`src/rtl/mod3_pkg.sv`:
```
package mod3_pkg;
  localparam int RES_W   = 3;
  localparam int MAX_ROT = 3;
  localparam int CNT_W   = $clog2(MAX_ROT + 1);
  // address bit positions consumed by the hash
  localparam int A_SEED  = 15;
  localparam int A_ROT1  = 17;
  localparam int A_ROT2  = 19;
  localparam int A_GSEL  = 7;

  typedef logic [RES_W-1:0] res_t;
  typedef enum logic { S_IDLE, S_SRCH } srch_state_e;

  function automatic res_t enc_res(input logic [7:0] v);
    return res_t'(3'b100 >> (v % 3));
  endfunction

  function automatic res_t rot_r1(input res_t x);
    return {x[0], x[2:1]};
  endfunction

  function automatic res_t rot_l1(input res_t x);
    return {x[1:0], x[2]};
  endfunction

  function automatic res_t rot_r(input res_t x, input logic [1:0] n);
    res_t y = x;
    for (int i = 0; i < 3; i++) if (i < int'(n)) y = rot_r1(y);
    return y;
  endfunction

  function automatic res_t rot_l(input res_t x, input logic [1:0] n);
    res_t y = x;
    for (int i = 0; i < 3; i++) if (i < int'(n)) y = rot_l1(y);
    return y;
  endfunction
endpackage

```
`src/rtl/mod3_hash_front.sv`:
```
module mod3_hash_front
  import mod3_pkg::*;
#(
  parameter int ADDR_W = 40,
  parameter int GID_W  = 3
) (
  input  logic [ADDR_W-1:0] addr_i,
  input  logic              six_i,
  input  logic [GID_W-1:0]  gid_i,
  output res_t              addr_res_o,
  output res_t              tgt_res_o
);
  res_t             seed, stage1;
  logic [GID_W-1:0] gid_eff;
  logic [1:0]       gsel;

  assign seed       = enc_res(8'(addr_i[A_SEED +: 2]));
  assign stage1     = rot_r(seed, addr_i[A_ROT1 +: 2]);
  assign addr_res_o = rot_r(stage1, addr_i[A_ROT2 +: 2]);

  // six-way: group LSB already lives in the low select bit
  assign gid_eff   = six_i ? (gid_i & ~GID_W'(1)) : gid_i;
  assign gsel      = six_i ? {addr_i[A_GSEL+1], 1'b0} : addr_i[A_GSEL +: 2];
  assign tgt_res_o = rot_l(enc_res(8'(gid_eff)), gsel);
endmodule

```
`src/rtl/mod3_rot_search.sv`:
```
module mod3_rot_search
  import mod3_pkg::*;
(
  input  logic       clk_i,
  input  logic       rst_ni,
  input  logic       req_valid_i,
  output logic       req_ready_o,
  input  res_t       addr_res_i,
  input  res_t       tgt_res_i,
  output logic       rsp_valid_o,
  output logic [1:0] rsp_msb_o,
  output logic       rsp_err_o
);
  srch_state_e      state_q;
  res_t             ref_q, tgt_q;
  logic [CNT_W-1:0] cnt_q;
  logic             vld_q, err_q;
  logic [1:0]       msb_q;

  assign req_ready_o = (state_q == S_IDLE);
  assign rsp_valid_o = vld_q;
  assign rsp_msb_o   = msb_q;
  assign rsp_err_o   = err_q;

  always_ff @(posedge clk_i or negedge rst_ni) begin
    if (!rst_ni) begin
      state_q <= S_IDLE;
      ref_q   <= '0;
      tgt_q   <= '0;
      cnt_q   <= '0;
      vld_q   <= 1'b0;
      err_q   <= 1'b0;
      msb_q   <= '0;
    end else begin
      vld_q <= 1'b0;
      unique case (state_q)
        S_IDLE: if (req_valid_i) begin
          ref_q   <= addr_res_i;
          tgt_q   <= tgt_res_i;
          cnt_q   <= '0;
          state_q <= S_SRCH;
        end
        S_SRCH: begin
          if (tgt_q == ref_q) begin
            vld_q   <= 1'b1;
            msb_q   <= 2'(cnt_q);
            err_q   <= 1'b0;
            state_q <= S_IDLE;
          end else if (cnt_q == CNT_W'(MAX_ROT - 1)) begin
            vld_q   <= 1'b1;
            msb_q   <= '0;
            err_q   <= 1'b1;
            state_q <= S_IDLE;
          end else begin
            tgt_q <= rot_l1(tgt_q);
            cnt_q <= cnt_q + 1'b1;
          end
        end
        default: state_q <= S_IDLE;
      endcase
    end
  end

  a_r2_res_onehot: assert property (@(posedge clk_i) disable iff (!rst_ni)
    (state_q == S_SRCH) |-> ($onehot(ref_q) && $onehot(tgt_q)));
  a_r5_msb_range: assert property (@(posedge clk_i) disable iff (!rst_ni)
    rsp_valid_o |-> (rsp_msb_o != 2'd3));
  a_r6_single_pulse: assert property (@(posedge clk_i) disable iff (!rst_ni)
    rsp_valid_o |=> !rsp_valid_o);
  a_r7_busy_after_accept: assert property (@(posedge clk_i) disable iff (!rst_ni)
    (req_valid_i && req_ready_o) |=> !req_ready_o);
  a_r8_ready_on_rsp: assert property (@(posedge clk_i) disable iff (!rst_ni)
    rsp_valid_o |-> req_ready_o);
  a_r9_err_msb_zero: assert property (@(posedge clk_i) disable iff (!rst_ni)
    (rsp_valid_o && rsp_err_o) |-> (rsp_msb_o == 2'd0));
endmodule

```
`src/rtl/mod3_msb_solver.sv`:
```
module mod3_msb_solver
  import mod3_pkg::*;
#(
  parameter int ADDR_W = 40,
  parameter int GID_W  = 3
) (
  input  logic              clk_i,
  input  logic              rst_ni,
  input  logic              req_valid_i,
  output logic              req_ready_o,
  input  logic [ADDR_W-1:0] req_addr_i,
  input  logic              req_six_i,
  input  logic [GID_W-1:0]  req_grp_id_i,
  output logic              rsp_valid_o,
  output logic [1:0]        rsp_msb_o,
  output logic              rsp_err_o
);
  res_t addr_res, tgt_res;

  mod3_hash_front #(.ADDR_W(ADDR_W), .GID_W(GID_W)) u_front (
    .addr_i     (req_addr_i),
    .six_i      (req_six_i),
    .gid_i      (req_grp_id_i),
    .addr_res_o (addr_res),
    .tgt_res_o  (tgt_res)
  );

  mod3_rot_search u_search (
    .clk_i       (clk_i),
    .rst_ni      (rst_ni),
    .req_valid_i (req_valid_i),
    .req_ready_o (req_ready_o),
    .addr_res_i  (addr_res),
    .tgt_res_i   (tgt_res),
    .rsp_valid_o (rsp_valid_o),
    .rsp_msb_o   (rsp_msb_o),
    .rsp_err_o   (rsp_err_o)
  );
endmodule

```
`config.mk`:
```
export PLATFORM = sky130hd
export DESIGN_NAME = mod3_msb_solver
export DESIGN_NICKNAME = d
export VERILOG_FILES = /design/src/rtl/mod3_pkg.sv /design/src/rtl/mod3_hash_front.sv /design/src/rtl/mod3_rot_search.sv /design/src/rtl/mod3_msb_solver.sv
export SDC_FILE = /design/constraint.sdc
export NUM_CORES = 1
export LEC_CHECK = 0
export ABC_AREA = 1
export BUFFER_PORTS_ARGS = -buffer_cell sky130_fd_sc_hd__buf_2
export CAP_MARGIN = 10
export CELL_PAD_IN_SITES_DETAIL_PLACEMENT = 0
export CELL_PAD_IN_SITES_GLOBAL_PLACEMENT = 1
export CORE_MARGIN = 2
export CORE_UTILIZATION = 30
export CTS_CLUSTER_SIZE = 24
export DETAILED_ROUTE_END_ITERATION = 8
export PLACE_DENSITY_LB_ADDON = 0.1
export SLEW_MARGIN = 20
export SYNTH_ARGS = -nofsm -noshare
export SYNTH_HDL_FRONTEND = slang
export SYNTH_SLANG_ARGS = --single-unit
```
`constraint.sdc`:
```
create_clock -name clk_i -period 1.5 [get_ports clk_i]
set_input_delay 0.45 -clock clk_i [delete_from_list [all_inputs] [get_ports clk_i]]
set_output_delay 0.45 -clock clk_i [all_outputs]
set_load 0.005 [all_outputs]
```
==> metrics.cfg, run 1 <==
[clock_network]
cts.hold.buffers_added=0
clkLatencyLatePin_ps=270
cts_buffer_depth=2
numCtsBuffers=3
htree_levels=1
clkTransAtPathRegs_ps=70
cts_tree=built
cts_sinks=13
root_buffer=clkbuf_4

[synth]
seq_area_frac_synth_pct=29.89
yosys.area.top_type=dfrtp_1
ys_top_cells_by_area=dfrtp_1, nand2_1, inv_1, ha_1, nor2_1
syn_inst=165
synth_seq_cells=13
synth_area_per_cell_um2=6.597
synth_area_mm2=0.001089
synth_warnings=0
synth_top_area_share_pct=29.89
syn_nets=219
synth_cell_types=24

[placement]
dp_hpwl_mm=1.863
io_buffers=19
dpl_cell_area_mm2=0.001391
preCtsSetupSlack_ps=-780.0
gp_congestion=0.9197
dp_cells=240

[critical_path]
crit_path_top_delay_cell=ha_4
critPathBufInv=4
path_max_fanout=4
max_stage_delay_ps=190
path_class=in -> reg
crit_chain=buf_8 > inv_12 > nor2_4 > ha_4 > inv_4 > ha_4 > inv_4 > ha_4 > nor2_2 > nand2_1 > nand2_2 > nand2_4 > nor2_4 > nand2_1 > nand3_1 > nand2_1 > nand2_1 > nand2_1 > nand2_1
arrival_ps=2100
critPathTopFamily=simple AND/OR/NAND/NOR gates
crit_top_cell=nand2_1
reg2regPathDepth=8
cp-end-kind=flip-flop
cp.depth=19
start_kind=primary input
worstPathRequired_ps=1710

[layout]
fin_area_mm2=0.001530
multi_input_area_um2=772.0
drive_above_1_share_pct=36.00
register_area_um2=325.3
area_delta_synth_final_pct=40.57
antenna_cells=0
fin_nets=255
final_util_pct=44.80
finalNonFillerCells=246
nFillCells=361

[power_and_ir_drop]
pwr-share-clk_pct=11.2
seq_power_share_pct=34.0
peakVddDrop_uv=429.3
swShare_pct=42.42
power_mw=1.884
power_frac_comb_pct=54.8
p_switching_mw=0.7989
p_int_mw=1.085
leakage_nw=0.8148
powerDensity_mw_per_mm2=1231

[floorplanning]
core_area_mm2=0.003416
rows=21
start_util_pct=31.87
die-area_mm2=0.004126
dieHeight_um=64.24
io_pins=52
die_x_um=64.24

[sta]
finalMaxSlewViolations=0
fin_crit_ps=1891
fin_skew_ps=0.7423
fin_ws_ps=-391.2
setup_viol=3
period_share_pct=126.1
fmax_ghz=0.5288
hold_violations=0
rsz0062_at_grt=yes

[global_route]
grt_max_degree=14
overflow=0
antenna_found_initial=0
grt_usage_pct=12.10
grt_pass1_wl_mm=4.064
grt_pass1_vias=980

[routing]
viasPerCell=4.463
drt_pre_antenna_iters=4
vias=1098
wire_per_inst_um=9.264
drc_errors=0
dr.first_iter.drc_count=71
wl_mm=2.279
ant_nets=0

[status]
violations=setup timing
status=complete, but fails checks

[job]
drv_cap=0

[hold_path]
hp-class=in -> async

==> metrics by stage <==
step / hold slack [ps] / setup TNS (ps)
after floorplan: 154.4 / -585.7
after global placement: 348.8 / -2669
after detailed placement: 352.1 / -2887
after CTS: 53.89 / -1126
after global routing: 56.48 / -1382
final: 48.76 / -1124
==> synthesized netlist by cell type <==
master and count:
a21oi_1 3, a22o_1 1, a31oi_1 1, conb_1 1, dfrtp_1 13, ha_1 7, inv_1 24, inv_2 5
mux2i_1 2, nand2_1 55, nand2_2 4, nand2_4 2, nand3_1 8, nand3_2 1, nand4_1 1, nor2_1 13
nor2_2 2, nor2_4 2, o211ai_1 1, o21a_1 1, o21ai_0 8, o21ai_1 5, o22ai_1 2, xnor2_1 3
==> sequential cells by signal (all words and copies together), names as in the netlist <==
| name | count |
|---|---|
| u_search.cnt_q | 2 |
| u_search.ref_q | 3 |
| u_search.rsp_err_o | 1 |
| u_search.rsp_msb_o | 2 |
| u_search.rsp_valid_o | 1 |
| u_search.state_q | 1 |
| u_search.tgt_q | 3 |
==> placed cells by master (no fill, tap or decap), types with 2 or more instances in the layout <==
cell type,count
nand3_1,7
o21ai_0,5
mux2i_1,2
o22ai_1,2
inv_4,4
dfrtp_1,13
nand2_4,3
xnor2_2,2
nor2_4,4
buf_4,12
nand2_2,8
o21ai_2,4
nor2_2,2
nor2_1,11
nand2_1,50
ha_4,4
buf_6,2
o21ai_1,4
buf_8,2
clkbuf_4,3
a21oi_1,3
buf_2,15
nand3_2,2
ha_1,3
inv_1,20
inv_2,4
==> path summary, 6_finish.rpt <==
kind	start	end	slack, ps
max in group asynchronous	rst_ni	u_search.tgt_q[0]$_DFFE_PN0P_	1230
worst max-delay path	req_grp_id_i[1]	u_search.tgt_q[0]$_DFFE_PN0P_	-390
worst min-delay path	rst_ni	u_search.rsp_valid_o$_DFF_PN0_	50
worst max register to register	u_search.ref_q[1]$_DFFE_PN0P_	u_search.tgt_q[2]$_DFFE_PN0P_	80
min in group clk_i	u_search.rsp_msb_o[0]$_DFFE_PN0P_	u_search.rsp_msb_o[0]$_DFFE_PN0P_	490
worst min register to register	u_search.rsp_msb_o[0]$_DFFE_PN0P_	u_search.rsp_msb_o[0]$_DFFE_PN0P_	490
==> kinds of logic after synthesis <==
group	count (synthesis)	share of synthesized area [%]
AND/OR/NAND/NOR	88	36.21
buffers and inverters	29	10.00
AO/OA/AOI/OAI	22	11.26
flip-flops	13	29.88
adder cells (fa/ha/maj)	7	8.046
XOR/XNOR	3	2.414
multiplexers	2	1.839
other	1	0.3445
==> repair_timing <==
item / in CTS / in global routing
setup buffers: 1 / 1
setup endpoints to repair: 3 / 5
gates resized for setup: 11 / 13
pin swaps: 13 / 14
==> power by group through the flow <==
stage | clock network, mW | registers, mW | logic, mW
final | 0.210 | 0.641 | 1.03
after global routing | 0.249 | 0.665 | 1.17
after CTS | 0.220 | 0.625 | 0.993
after detailed placement | 0 | 0.631 | 0.976
after global placement | 0 | 0.626 | 0.965
after floorplan | 0 | 0.621 | 0.673
==> per-layer routing <==
metal  GRT usage [%]  vias to the layer above  routed length (um)  share of wire, %
met3           3.169                        0                 118               5.2
met4           1.596                        0                   0                 0
met2           20.96                       29                1056                46
met5               0                        -                   0                 0
met1           15.43                      483                1104                48
li1                -                      586                   -                 -
==> layout make-up <==
type,count,share of cell area [%]
Timing Repair Buffer,31,14.23
Inverter,29,8.585
Tap cell,46,3.761
Sequential cell,13,21.26
Clock buffer,4,1.717
Multi-Input combinational cell,123,50.45
No activity file was read; power rests on OpenSTA's default activity.
==> run 2, diff against run 1 <==
ABC_AREA = 0   (was 1)
CORE_UTILIZATION = 32   (was 30)
MAX_ROUTING_LAYER = met4   (was unset)
==> run 2 against run 1 <==
The run still ends with setup timing left. Sequential power grew 5.8%. Combinational power grew 6%. Hold slack lost 6.3 ps. Global-route usage grew 1.2 points. Synthesized cell count shrank 24%. Setup slack gained 14 ps.
==> metrics.cfg, run 2 <==
[critical_path]
critPathLaunch=req_grp_id_i[1]
worstPathRequired_ps=1710
path_max_fanout=6
rrSetupSlack_ps=70
r2r-start=u_search.cnt_q[1]$_DFFE_PN0P_
path_class=in -> reg
start_kind=primary input
cp-end-kind=flip-flop
arrival_ps=2090

[synth]
synth_cell_types=43
synth_area_per_cell_um2=8.530
syn_nets=180
yosys.area.top_type=dfrtp_1
synthArstFlopShare_pct=100.0
syn_inst=126
synth_edf_count=0
synth_area_mm2=0.001075
ys_top_cells_by_area=dfrtp_1, ha_1, mux2i_1, a21oi_1, nand2_1
synth_top_area_share_pct=30.27
synth_seq_cells=13
synth-main-ff-cell=dfrtp_1
seq_area_frac_synth_pct=30.27
synth_common_cells=dfrtp_1, nand2_1, a21oi_1
synth_warnings=0

[status]
violations=setup timing
status=complete, but fails checks

[global_route]
grt_usage_pct=13.32
overflow=0
grt_pass1_wl_mm=3.726
grt_max_degree=14
antenna_found_initial=0
grt_pass1_vias=893

[layout]
reg.largest.list=u_search.ref_q (3), u_search.tgt_q (3)
antenna_cells=0
multi_input_area_um2=769.5
fin_nets=217
layout_common_cells=buf_2, buf_4, a21oi_1, nand2_1, dfrtp_1
nFillCells=338
register_area_um2=326.6
fin_area_mm2=0.001460
drive_above_1_share_pct=35.80
area_delta_synth_final_pct=35.86
mostFrequentLayoutCell=buf_2

[routing]
wire_per_inst_um=11.16
viasPerCell=4.875
drc_errors=0
dr.first_iter.drc_count=45
vias=1014
drt_pre_antenna_iters=4
wl_mm=2.321
ant_nets=0

[floorplanning]
rows=21
die_x_um=61.96
die-area_mm2=0.003838
io_pins=52
start_util_pct=32.72
dieHeight_um=61.96
core_area_mm2=0.003284

[power_and_ir_drop]
seq_power_share_pct=34.2
p_int_mw=1.169
swShare_pct=40.95
powerDensity_mw_per_mm2=1356
leakage_nw=0.6769
pwr-share-clk_pct=11.0
power_frac_comb_pct=54.8
p_switching_mw=0.8110
peakVddDrop_uv=322.5

[hold_path]
hp-class=in -> async

[clock_network]
cts_tree=built
clkLatencyLatePin_ps=280
cts.hold.buffers_added=0
cts_sinks=13
root_buffer=clkbuf_4
numCtsBuffers=3
clkTransAtPathRegs_ps=80
htree_levels=1
cts_buffer_depth=2

[sta]
fin_skew_ps=6.560
hold_violations=0
fmax_ghz=0.5326
setup_viol=3
holdWs_ps=42.47
finalMaxSlewViolations=0
period_share_pct=125.2
rsz0062_at_grt=yes
fin_crit_ps=1877
fin_ws_ps=-377.5

[placement]
dpl_cell_area_mm2=0.001350
io_buffers=19
gp_congestion=0.7765
dp_hpwl_mm=1.812

[job]
drv_cap=0

-- run 2: cell types whose count changed in the layout (fill, tap and decap cells not counted), moves of 3 or more --
cell / change
inv_1: -12
nand2_1: -38
o21ai_2: -3
nand2_2: -8
inv_4: -4
nor2_1: -6
nand3_1: -6
nor2_4: -4
buf_4: +4
a21oi_1: +9
mux2i_1: +5
nand2b_1: +3
-- run 2: power groups by stage --
stage	Clock [mW]	Combinational, mW	Sequential (mW)
after floorplan	0	0.728	0.617
after global placement	0	1.03	0.664
after detailed placement	0	1.04	0.667
after CTS	0.225	1.06	0.661
after global routing	0.248	1.23	0.703
final	0.217	1.09	0.678
-- run 2: timing repair --
item,4_1_cts,5_1_grt
buffers inserted,3,0
gates resized for setup,8,5
endpoints found under the setup margin,4,6
pin swaps,9,9
-- run 2: final cells by class --
| type | instances | area share [%] |
|---|---|---|
| sequential | 13 | 22.37 |
| inverter | 10 | 2.571 |
| multi-input combinational | 99 | 52.70 |
| clock buffer | 4 | 1.799 |
| timing repair buffer | 36 | 16.62 |
| tap | 46 | 3.942 |
-- run 2: cells by family after synthesis --
family / count (synthesis) / synth area share [%]
AOI/OAI and AO/OA: 43 / 26.78
and+or+nand+nor: 36 / 18.05
buffers and inverters: 14 / 5.820
DFF: 13 / 30.27
adders and majority gates: 7 / 8.149
muxes: 7 / 6.519
xor gates and xnor gates: 5 / 4.074
other: 1 / 0.3489
-- run 2: routing by layer --
layer	global-route usage, %	share of wire, %	up-vias
met5	-	0	-
met4	6.991	1.6	0
met3	1.242	2.9	4
met2	21.73	49	24
met1	16.15	46	462
li1	-	-	524
-- run 2: path summary, 6_finish.rpt --
| path | endpoint | depth (start not counted) |
|---|---|---|
| hold / removal | u_search.rsp_valid_o$_DFF_PN0_ | 1 |
| max in group asynchronous | u_search.state_q$_DFF_PN0_ | 1 |
| setup reg to reg | u_search.tgt_q[0]$_DFFE_PN0P_ | 7 |
| setup / recovery | u_search.tgt_q[2]$_DFFE_PN0P_ | 10 |
| min in group clk_i | u_search.rsp_err_o$_DFFE_PN0P_ | 2 |
| hold reg to reg | u_search.rsp_err_o$_DFFE_PN0P_ | 2 |
-- run 2: metrics by stage --
stage / setup slack, ps / std cells / power, mW / setup TNS, ps / util (%)
after floorplan: -494.7 / 126 / 1.345 / -1444 / -
after global placement: -686.6 / 201 / 1.691 / -2504 / 41.10
after detailed placement: -687.6 / 201 / 1.708 / -2594 / 41.10
after CTS: -361.6 / 208 / 1.945 / -1033 / 43.54
after global routing: -507.8 / 208 / 2.176 / -1350 / 44.46
final: -377.5 / 208 / 1.980 / -1004 / 44.46
-- run 2: worst max-delay path, cell delays in order --
cell and delay (ps):
buf_8 90, and2b_2 210, ha_4 170, ha_4 180, or3b_4 400, nand2_4 90
o2111ai_2 100, a21oi_1 180, o21ai_1 70, a21oi_1 140
